===== config.mk =====
export PLATFORM = sky130hd
export DESIGN_NAME = dtlb_xlate
export DESIGN_NICKNAME = d
export VERILOG_FILES = /design/src/rtl/dtlb_pkg.sv /design/src/rtl/dtlb_store.sv /design/src/rtl/dtlb_match.sv /design/src/rtl/dtlb_perm.sv /design/src/rtl/dtlb_xlate.sv
export SDC_FILE = /design/constraint.sdc
export NUM_CORES = 1
export LEC_CHECK = 0
export ABC_AREA = 1
export BUFFER_PORTS_ARGS = -buffer_cell sky130_fd_sc_hd__clkbuf_2
export CAP_MARGIN = 20
export CORE_ASPECT_RATIO = 0.9
export CORE_MARGIN = 2
export CORE_UTILIZATION = 65
export CTS_CLUSTER_SIZE = 14
export DETAILED_ROUTE_END_ITERATION = 7
export PLACE_DENSITY = 0.85
export SLEW_MARGIN = 25
export SYNTH_ARGS = -nofsm -noshare
export SYNTH_HDL_FRONTEND = slang
export SYNTH_SLANG_ARGS = --single-unit

===== constraint.sdc =====
create_clock -name clk -period 5.6 [get_ports clk]
set_input_delay 1.68 -clock clk [delete_from_list [all_inputs] [get_ports clk]]
set_output_delay 1.68 -clock clk [all_outputs]
set_load 0.005 [all_outputs]

===== src/rtl/dtlb_pkg.sv =====
// Package: shared field positions for the data translator.
// Assumes 32-bit or wider table words; the low bits of a word lie below
// the page offset, so the flags there never overlap an address field.
package dtlb_pkg;
    localparam int MT_VALID = 0;   // match word: slot valid
    localparam int XL_CI    = 0;   // translate word: cache inhibit
    localparam int XL_UR    = 1;   // user read enable
    localparam int XL_UW    = 2;   // user write enable
    localparam int XL_SR    = 3;   // supervisor read enable
    localparam int XL_SW    = 4;   // supervisor write enable
endpackage


===== src/rtl/dtlb_store.sv =====
// Module: table storage. Holds WAYS x SETS match and translate words,
// written through an indexed port and read for one set across all ways.
// Assumes cfg_way < WAYS; out-of-range writes are dropped.
module dtlb_store #(
    parameter int AW     = 32,
    parameter int WAYS   = 2,
    parameter int SETS   = 4,
    parameter int SET_IW = 2,
    parameter int WAY_IW = 1
) (
    input  logic                     clk,
    input  logic                     rst_n,
    input  logic                     cfg_we,
    input  logic [WAY_IW-1:0]        cfg_way,
    input  logic [SET_IW-1:0]        cfg_set,
    input  logic                     cfg_sel,
    input  logic [AW-1:0]            cfg_wdata,
    input  logic [SET_IW-1:0]        rd_set,
    output logic [WAYS-1:0][AW-1:0]  rd_match,
    output logic [WAYS-1:0][AW-1:0]  rd_xlate
);
    logic [AW-1:0] mt [WAYS][SETS];
    logic [AW-1:0] xt [WAYS][SETS];

    // Slot write port; reset clears every word, so every slot is invalid.
    always_ff @(posedge clk) begin
        if (!rst_n) begin
            for (int w = 0; w < WAYS; w++)
                for (int s = 0; s < SETS; s++) begin
                    mt[w][s] <= '0;
                    xt[w][s] <= '0;
                end
        end else if (cfg_we && int'(cfg_way) < WAYS && int'(cfg_set) < SETS) begin
            if (cfg_sel) xt[cfg_way][cfg_set] <= cfg_wdata;
            else         mt[cfg_way][cfg_set] <= cfg_wdata;
        end
    end

    // Read every way of the addressed set in parallel.
    for (genvar w = 0; w < WAYS; w++) begin : g_rd
        assign rd_match[w] = mt[w][rd_set];
        assign rd_xlate[w] = xt[w][rd_set];
    end
endmodule


===== src/rtl/dtlb_match.sv =====
// Module: per-way tag compare and lowest-way priority select.
// Assumes rd_match holds the words of the set chosen by vaddr.
module dtlb_match #(
    parameter int AW        = 32,
    parameter int WAYS      = 2,
    parameter int WAY_IW    = 1,
    parameter int PAGE_BITS = 13,
    parameter int SET_BITS  = 2
) (
    input  logic                     clk,
    input  logic                     rst_n,
    input  logic [AW-1:0]            vaddr,
    input  logic [WAYS-1:0][AW-1:0]  rd_match,
    output logic [WAYS-1:0]          hit_vec,
    output logic [WAY_IW-1:0]        sel_way,
    output logic                     any_hit
);
    import dtlb_pkg::*;
    localparam logic [AW-1:0] TAG_MASK = ~AW'((64'd1 << (PAGE_BITS + SET_BITS)) - 1);

    // Compare each way's tag under the mask and qualify it with valid.
    for (genvar w = 0; w < WAYS; w++) begin : g_cmp
        assign hit_vec[w] = rd_match[w][MT_VALID] &&
                            ((rd_match[w] & TAG_MASK) == (vaddr & TAG_MASK));
    end

    // Pick the lowest-numbered hitting way.
    always_comb begin
        sel_way = '0;
        any_hit = 1'b0;
        for (int w = WAYS - 1; w >= 0; w--) begin
            if (hit_vec[w]) begin
                sel_way = WAY_IW'(w);
                any_hit = 1'b1;
            end
        end
    end

    logic [WAYS-1:0] below_sel;
    // Ways ranked ahead of the chosen one, for the priority check.
    always_comb begin
        for (int w = 0; w < WAYS; w++) below_sel[w] = (w < int'(sel_way));
    end

    p_lowest_wins_r10: assert property (@(posedge clk) disable iff (!rst_n)
        any_hit |-> (hit_vec[sel_way] && ((hit_vec & below_sel) == '0)));
endmodule


===== src/rtl/dtlb_perm.sv =====
// Module: access permission check by privilege and direction.
// Assumes perm = {sup write, sup read, user write, user read}.
module dtlb_perm (
    input  logic [3:0] perm,
    input  logic       is_write,
    input  logic       is_super,
    output logic       ok
);
    // Select the one enable bit that governs this access.
    always_comb begin
        case ({is_super, is_write})
            2'b00:   ok = perm[0];
            2'b01:   ok = perm[1];
            2'b10:   ok = perm[2];
            default: ok = perm[3];
        endcase
    end
endmodule


===== src/rtl/dtlb_xlate.sv =====
// Module: data address translator top. Looks up the set in the table,
// checks permissions and registers the result one cycle after req_valid.
// Assumes SETS is a power of two no greater than 128, and WAYS is 1..4.
module dtlb_xlate #(
    parameter int AW          = 32,
    parameter int WAYS        = 2,
    parameter int SETS        = 4,
    parameter int PAGE_BITS   = 13,
    parameter bit MMU_PRESENT = 1'b1,
    localparam int SET_BITS   = $clog2(SETS),
    localparam int SET_IW     = (SET_BITS > 0) ? SET_BITS : 1,
    localparam int WAY_IW     = (WAYS > 1) ? $clog2(WAYS) : 1
) (
    input  logic              clk,
    input  logic              rst_n,
    input  logic              req_valid,
    input  logic [AW-1:0]     req_vaddr,
    input  logic              req_write,
    input  logic              req_super,
    input  logic              mmu_en,
    input  logic              probe,
    input  logic              cfg_we,
    input  logic [WAY_IW-1:0] cfg_way,
    input  logic [SET_IW-1:0] cfg_set,
    input  logic              cfg_sel,
    input  logic [AW-1:0]     cfg_wdata,
    output logic              rsp_valid,
    output logic [AW-1:0]     rsp_paddr,
    output logic              rsp_ci,
    output logic              rsp_hit,
    output logic              rsp_pgfault,
    output logic              rsp_miss,
    output logic [AW-1:0]     rsp_fault_addr,
    output logic [WAYS-1:0]   way_hit
);
    import dtlb_pkg::*;
    localparam logic [AW-1:0] OFF_MASK = AW'((64'd1 << PAGE_BITS) - 1);

    logic [SET_IW-1:0]       set_idx;
    logic [WAYS-1:0][AW-1:0] rd_match, rd_xlate;
    logic [WAYS-1:0]         hit_vec;
    logic [WAY_IW-1:0]       sel_way;
    logic                    any_hit, perm_ok, bypass;
    logic [AW-1:0]           xw, xpa;
    logic [AW-1:0]           n_pa, n_fa;
    logic                    n_ci, n_hit, n_pf, n_miss;
    logic [WAYS-1:0]         n_wh;

    // Bypass when disabled or built without a table; choose the set.
    always_comb begin
        bypass  = !mmu_en || !MMU_PRESENT;
        set_idx = SET_IW'((req_vaddr >> PAGE_BITS) & AW'(SETS - 1));
    end

    dtlb_store #(.AW(AW), .WAYS(WAYS), .SETS(SETS), .SET_IW(SET_IW), .WAY_IW(WAY_IW)) u_store (
        .clk(clk), .rst_n(rst_n), .cfg_we(cfg_we), .cfg_way(cfg_way), .cfg_set(cfg_set),
        .cfg_sel(cfg_sel), .cfg_wdata(cfg_wdata), .rd_set(set_idx),
        .rd_match(rd_match), .rd_xlate(rd_xlate));

    dtlb_match #(.AW(AW), .WAYS(WAYS), .WAY_IW(WAY_IW), .PAGE_BITS(PAGE_BITS),
                 .SET_BITS(SET_BITS)) u_match (
        .clk(clk), .rst_n(rst_n), .vaddr(req_vaddr), .rd_match(rd_match),
        .hit_vec(hit_vec), .sel_way(sel_way), .any_hit(any_hit));

    // Chosen translate word and the address it produces.
    always_comb begin
        xw  = rd_xlate[sel_way];
        xpa = (xw & ~OFF_MASK) | (req_vaddr & OFF_MASK);
    end

    dtlb_perm u_perm (.perm(xw[XL_SW:XL_UR]), .is_write(req_write),
                      .is_super(req_super), .ok(perm_ok));

    // Build the next result from the mode, the hit and the permission check.
    always_comb begin
        n_pa = '0; n_ci = 1'b0; n_hit = 1'b0; n_pf = 1'b0;
        n_miss = 1'b0; n_fa = '0; n_wh = '0;
        if (bypass) begin
            n_pa = req_vaddr;
            n_ci = req_vaddr[AW-1];
        end else if (any_hit) begin
            n_hit = 1'b1;
            if (probe) begin
                if (perm_ok) begin
                    n_pa = xpa;
                    n_ci = xw[XL_CI];
                end
            end else begin
                n_pa = xpa;
                n_ci = xw[XL_CI];
                n_pf = !perm_ok;
                n_fa = perm_ok ? '0 : req_vaddr;
                n_wh[sel_way] = 1'b1;
            end
        end else if (!probe) begin
            n_miss = 1'b1;
            n_fa   = req_vaddr;
        end
    end

    // Result register: loads on a request, way pulse lasts one cycle.
    always_ff @(posedge clk) begin
        if (!rst_n) begin
            rsp_valid <= 1'b0; rsp_paddr <= '0; rsp_ci <= 1'b0; rsp_hit <= 1'b0;
            rsp_pgfault <= 1'b0; rsp_miss <= 1'b0; rsp_fault_addr <= '0; way_hit <= '0;
        end else begin
            rsp_valid <= req_valid;
            way_hit   <= req_valid ? n_wh : '0;
            if (req_valid) begin
                rsp_paddr <= n_pa; rsp_ci <= n_ci; rsp_hit <= n_hit;
                rsp_pgfault <= n_pf; rsp_miss <= n_miss; rsp_fault_addr <= n_fa;
            end
        end
    end

    p_bypass_pass_r1: assert property (@(posedge clk) disable iff (!rst_n)
        (req_valid && bypass) |=> (rsp_paddr == $past(req_vaddr) &&
                                   rsp_ci == $past(req_vaddr[AW-1]) && !rsp_hit));
    p_fault_excl_r6: assert property (@(posedge clk) disable iff (!rst_n)
        !(rsp_miss && rsp_pgfault));
    p_probe_quiet_r7: assert property (@(posedge clk) disable iff (!rst_n)
        (req_valid && probe) |=> (!rsp_miss && !rsp_pgfault && way_hit == '0));
    p_rsp_follows_r8: assert property (@(posedge clk) disable iff (!rst_n)
        req_valid |=> rsp_valid);
    p_rsp_quiet_r8: assert property (@(posedge clk) disable iff (!rst_n)
        !req_valid |=> !rsp_valid);
    p_way_onehot_r11: assert property (@(posedge clk) disable iff (!rst_n)
        $onehot0(way_hit) && (way_hit == '0 || (rsp_valid && rsp_hit)));
endmodule


==> results of run 1 <==
-- report_power, final --
part           total (W)  switching [W]  internal [W]  leakage (nW)
registers        0.00354      0.0000607       0.00348          3.78
logic           0.000634       0.000456      0.000178          3.74
clock network    0.00280        0.00114       0.00166         0.672
total            0.00697        0.00166       0.00531          8.20
-- registers in the layout (all words and copies together) (netlist names) --
name / count
u_store.xt: 192
u_store.mt: 144
rsp_fault_addr: 32
rsp_paddr: 32
way_hit: 2
rsp_ci: 1
rsp_hit: 1
rsp_miss: 1
rsp_pgfault: 1
rsp_valid: 1
-- layout make-up --
type	instances	area [um^2]
clock inverters	16	195
inverters	60	228
fillers	1789	6880
diodes	1	2.50
well taps	354	443
flip-flops and latches	407	11500
multi-input cells	1287	5620
repair buffers	172	973
clock buffers	57	1180
-- routing by layer --
metal  routed length [um]  global-route usage
met5                    0                   0
met4                 1660               0.126
met3                 6990              0.0633
met2                22900               0.537
met1                18000               0.479
-- through the flow --
stage,hold slack [ns],total power [W],utilization,area [um^2]
after floorplan,0.448,0.00397,-,17900
after global placement,0.437,0.00418,0.695,18800
after detailed placement,0.444,0.00421,0.695,18800
after CTS,0.455,0.00694,0.745,20100
after global routing,0.478,0.00713,0.745,20200
final,0.455,0.00697,0.746,20200
-- worst register-to-register path: cells and delay by family, from the launching register on --
kind             cells  cell delay (ns)
flip-flops           1             0.39
AO/OA/AOI/OAI        1             0.18
AND/OR/NAND/NOR     14             2.58
-- Yosys cell counts --
cell type  number  area [um^2]
nor2_4          1         11.3
edfxtp_1      336        10100
dfxtp_1        71         1420
o221ai_1        1         8.76
inv_4           1         6.26
clkbuf_1       88          330
a21oi_1        99          495
nand2_4         1         11.3
o31ai_1         1         7.51
buf_1           3         11.3
inv_2           2         7.51
a32o_1         24          240
xor2_1          4         35.0
o21ai_0        70          350
nand2_1       498         1870
nor2_1        370         1390
buf_6           5         56.3
and2_1          1         6.26
o211ai_1        3         22.5
buf_4           5         37.5
nand3_1       152          761
nand3_2         2         20.0
nand3b_1        4         30.0
o21ai_1         2         10.0
o311ai_0        3         26.3
clkinv_1        1         3.75
and3_1          1         6.26
o22ai_1        21          131
nor3_1         18         90.1
nand4_1         3         18.8
nand2_2         2         12.5
or2_2           6         37.5
inv_1          56          210
buf_2          25          125
-- cell families after synthesis --
kind of cell | share of synthesized area
AO/OA/AOI/OAI | 0.0722
XOR/XNOR | 0.00196
buffers and inverters | 0.0441
flip-flops | 0.643
AND/OR/NAND/NOR | 0.238
-- final timing paths --
kind,to,startpoint
worst max-delay path,rsp_paddr[13],req_vaddr[13]
worst min-delay path,rsp_paddr[12],rsp_paddr[12]
worst max register to register,rsp_paddr[13],u_store.mt[0][81]
worst min register to register,rsp_paddr[12],rsp_paddr[12]
==> metrics.md, run 1 <==
| Metric | Value |
|---|---|
| Post-route insts no fill | `2354` |
| Vias in the first global route | `13800` |
| Most frequent cells in the layout | `498 x nand2_1, 369 x nor2_1, 336 x edfxtp_1` |
| Seq/Total Area, Yosys | `0.643` |
| DR WL/cell | `21.0 um` |
| I/O pin count | `147` |
| Yosys warnings | `0` |
| Fmax | `209 MHz` |
| Post_cts resized | `0` |
| First-pass GRT wire length | `74.9 mm` |
| Largest net degree at the start of global routing | `171` |
| DRT Pass-1 Iters | `6` |
| Hold/Removal Path Class | `register to register` |
| CP arrival | `5.25 ns` |
| Core Area | `0.0270 mm^2` |
| CP max stage delay | `0.68 ns` |
| Synth Instances | `1880` |
| Initial core utilization | `0.662` |
| Die Area | `0.0289 mm^2` |
| Critical Path Stages | `18` |
| RSZ-0062 raised after global routing | `no` |
| Crit path kind | `input pin to register` |
| CP max stage cell | `nand2_1` |
| Die height | `161 um` |
| Distinct cells, synth | `34` |
| Cell Area, Synth | `0.0179 mm^2` |
| Slew @ Worst Pin | `1.02 ns` |
| Fin crit period | `4.78 ns` |
| Worst Path Buf+Inv | `2` |
| DRC | `0` |
| Final worst-path cycle share | `0.854` |
| Reg2Reg Depth | `15` |
| Dpl cells | `2280` |
| DP Worst Slack | `0.553 ns` |
| Fin. max-slew vios | `0` |
| Root buffer cell | `clkbuf_16` |
| CP endpoint kind | `register` |
| Average cell area after synthesis | `9.52 um^2` |
| First DRT Iteration DRCs | `2175` |
| P_leak | `8.20 nW` |
| CTS tree | `done` |
| Initial antenna violation count | `1` |
| Post-route setup TNS | `0 ns` |
| GRT overflow | `0` |
| Area growth syn-to-layout | `12.7%` |
| Final Hold Violating Endpoints | `0` |
| Final setup fails | `0` |
| Routed wire length | `49.5 mm` |
| P per Cell Area | `346 mW/mm^2` |
| Clk_skew | `0.0218 ns` |
| Num CTS Buffers | `40` |
| Relative slew slack | `0.320` |
| Cell mode on critical path | `nand2_1` |
| Worst VDD drop | `0.000251 V` |
| Clock Pin Slew Worst Setup and Hold Paths | `0.06 ns` |
| H-tree levels | `2` |
| CP startpoint kind | `input pin` |
| Post-Syn Nets | `1956` |
| Hold Buf Count CTS | `0` |
| Die Wd | `179 um` |
| Post-CTS Setup Inserts | `0` |
| CP Cell Sequence | `buf_4 > buf_12 > nand2_1 > nand3_1 > nand2_1 > nand2_1 > nand2_1 > nor2_1 > nand2_1 > nor2_1 > nand3_1 > nand2_1 > nand2_1 > nand2_2 > nand2_2 > nand2_1 > nand2_1 > a21oi_1` |
| Most common cell after layout, fill and taps aside | `nand2_1` |
| Share of cells above drive strength 1 | `0.128` |
| ANT nets after route | `0` |
| Final nets | `2044` |
| Clk buf depth | `3` |
| Via density per instance | `6.21` |
| Vias after detailed routing | `14600` |
| #FFs+latches synth | `407` |
| # rows | `57` |
| Final worst slack | `0.816 ns` |
| Clock latency on the worst-skew pair | `0.54 ns` |
| CP delay by family, top | `simple AND/OR/NAND/NOR gates` |
| Port Buffers | `138` |
| R2R Setup Slk | `2.36 ns` |
| Total GRT Usage | `0.341` |
| CTS sink count | `407` |
| Hold path depth | `2` |
| CP required | `6.07 ns` |
| Placer Congestion | `0.964` |
| Status | `finished, final reports clean` |
| Max Cap Violations | `0` |
| Worst Path Max Fanout | `170` |
| Post-DP HPWL | `29.8 mm` |
No activity file was read; power rests on OpenSTA's default activity.
==> run 2: changes to the inputs <==
==> constraint.sdc (replaced) <==
create_clock -name clk -period 5.6 [get_ports clk]
set_input_delay 0.28 -clock clk [delete_from_list [all_inputs] [get_ports clk]]
set_output_delay 0.28 -clock clk [all_outputs]
set_load 0.005 [all_outputs]
==> run 2 against run 1 <==
  * Non-clock buffer count rose by 6
  * Fmax rose by 27%
  * Setup slack improved by 1.0 ns
  * Sequential power barely moved
  * Utilization fell by 0.28 points
  * Clock skew rose by 0.0010 ns
  * Via count fell by 0.26%
  * Global-route usage rose by 0.28 points
  * Critical path type unchanged
  * Highest routed layer unchanged
==> metrics.md, run 2 (synthesis results as in run 1) <==
| Metric | Value |
|---|---|
| Status | `finished, final reports clean` |
| Clock Pin Slew Worst Setup and Hold Paths | `0.06 ns` |
| DP Worst Slack | `1.50 ns` |
| Hold/Removal Path Class | `input pin to register` |
| Most frequent cells in the layout | `498 x nand2_1, 369 x nor2_1, 336 x edfxtp_1` |
| Fin crit period | `3.78 ns` |
| ANT nets after route | `0` |
| Final setup fails | `0` |
| Final nets | `2051` |
| Dpl cells | `2276` |
| Placer Congestion | `0.946` |
| Post_cts resized | `0` |
| First DRT Iteration DRCs | `1933` |
| Vias after detailed routing | `14600` |
| Port Buffers | `138` |
| Relative slew slack | `0.303` |
| DRC | `0` |
| Core Area | `0.0270 mm^2` |
| RR Startpoint | `u_store.mt[0][19]` |
| Top reg by flops | `u_store.xt` |
| CTS tree | `done` |
| Post-CTS Setup Inserts | `0` |
| RSZ-0062 raised after global routing | `no` |
| Total GRT Usage | `0.344` |
| Post-DP HPWL | `30.0 mm` |
| Num CTS Buffers | `41` |
| Via density per instance | `6.18` |
| Internal power | `0.00513 W` |
| ANT cells | `0` |
| GRT overflow | `0` |
| Clock latency on the worst-skew pair | `0.55 ns` |
| Crit path kind | `input pin to register` |
| Reg power frac | `0.523` |
| Die Area | `0.0289 mm^2` |
| Share of cells above drive strength 1 | `0.123` |
| Biggest regs | `u_store.xt (192), u_store.mt (144)` |
| Worst R2R End | `rsp_paddr[16]` |
| Reg2Reg Depth | `16` |
| P per Cell Area | `337 mW/mm^2` |
| H-tree levels | `2` |
| Fmax | `265 MHz` |
| DRT Pass-1 Iters | `6` |
| Area growth syn-to-layout | `12.2%` |
| Hold slack final | `0.0175 ns` |
| Die Wd | `179 um` |
| Routed wire length | `49.9 mm` |
| Net Sw Power | `0.00164 W` |
| Final worst slack | `1.82 ns` |
| # rows | `57` |
| Worst VDD drop | `0.000235 V` |
| Switching share of power | `0.242` |
| Vias in the first global route | `13700` |
| Worst setup path endpoint | `rsp_paddr[16]` |
| CP startpoint kind | `input pin` |
| Fin. max-slew vios | `0` |
| Worst Path Max Fanout | `64` |
| Setup crit start | `req_vaddr[13]` |
| CP arrival | `4.24 ns` |
| CP endpoint kind | `register` |
| DR WL/cell | `21.2 um` |
| Slew @ Worst Pin | `1.04 ns` |
| Clock share of power | `0.383` |
| Post-route insts no fill | `2360` |
| Hold Buf Count CTS | `10` |
| Die height | `161 um` |
| Initial core utilization | `0.662` |
| First-pass GRT wire length | `74.9 mm` |
| CP required | `6.07 ns` |
| Largest net degree at the start of global routing | `107` |
| Final Hold Violating Endpoints | `0` |
| Final worst-path cycle share | `0.674` |
| Post-route setup TNS | `0 ns` |
| P_leak | `8.16 nW` |
| I/O pin count | `147` |
| Clk buf depth | `3` |
| Initial antenna violation count | `0` |
| Comb power frac | `0.094` |
| Core Util, Final | `0.743` |
| Most common cell after layout, fill and taps aside | `nand2_1` |
| Root buffer cell | `clkbuf_16` |
| CTS sink count | `407` |
| Number of flip-flops under the largest register name | `192` |
| Clk_skew | `0.0228 ns` |
| Max Cap Violations | `0` |
| R2R Setup Slk | `2.49 ns` |
==> run 2: final cells by class <==
type	instances	area [um^2]
Clock buffer	61	1190
Clock inverter	13	65.1
Fill cell	1806	6950
Inverter	60	230
Multi-Input combinational cell	1287	5620
Sequential cell	407	11500
Tap cell	354	443
Timing Repair Buffer	178	1020
==> run 2: metrics by stage <==
step / instance area (um^2) / power [W]
floorplan: 17900 / 0.00397
global placement: 18700 / 0.00417
detailed placement: 18700 / 0.00420
CTS: 20100 / 0.00674
global route: 20100 / 0.00695
finish: 20100 / 0.00676
==> run 2: worst min-delay path by stage <==
stage | from | endpoint | slack, ns | cells past startpoint
2_1_floorplan | req_vaddr[31] | rsp_fault_addr[31] | 0.41 | 2
3_3_place_gp | rsp_paddr[1] | rsp_paddr[1] | 0.44 | 2
3_5_place_dp | rsp_paddr[1] | rsp_paddr[1] | 0.44 | 2
6_report | req_vaddr[7] | rsp_paddr[7] | 0.02 | 3
5_1_grt | req_vaddr[7] | rsp_paddr[7] | 0.02 | 3
4_1_cts | req_vaddr[7] | rsp_paddr[7] | 0.01 | 3
==> run 2: critical path, cell delays in order <==
cell	delay, ns
buf_4	0.51
buf_4	0.65
nand2_1	0.17
nand3_1	0.17
nand2_1	0.08
nand2_1	0.10
nand2_1	0.08
nor2_1	0.19
nand2_1	0.07
nor2_1	0.10
nand3_1	0.20
nand2_1	0.25
nand2_1	0.10
nand2_2	0.09
nand2_2	0.05
nand2_1	0.67
nand2_1	0.25
a21oi_1	0.21
==> run 2: power groups by stage <==
stage / logic [W] / registers (W) / clock network (W)
2_1_floorplan: 0.000389 / 0.00358 / 0
3_3_place_gp: 0.000588 / 0.00359 / 0
3_5_place_dp: 0.000607 / 0.00360 / 0
4_1_cts: 0.000620 / 0.00353 / 0.00258
5_1_grt: 0.000687 / 0.00355 / 0.00271
6_report: 0.000634 / 0.00354 / 0.00259
==> run 2: routing by layer <==
layer  track usage  up-vias  wire [um]
met5             0        -          0
li1              -     6549          -
met2         0.557     1046      23600
met3        0.0786      151       6510
met4         0.120        0       1650
met1         0.461     6840      18200
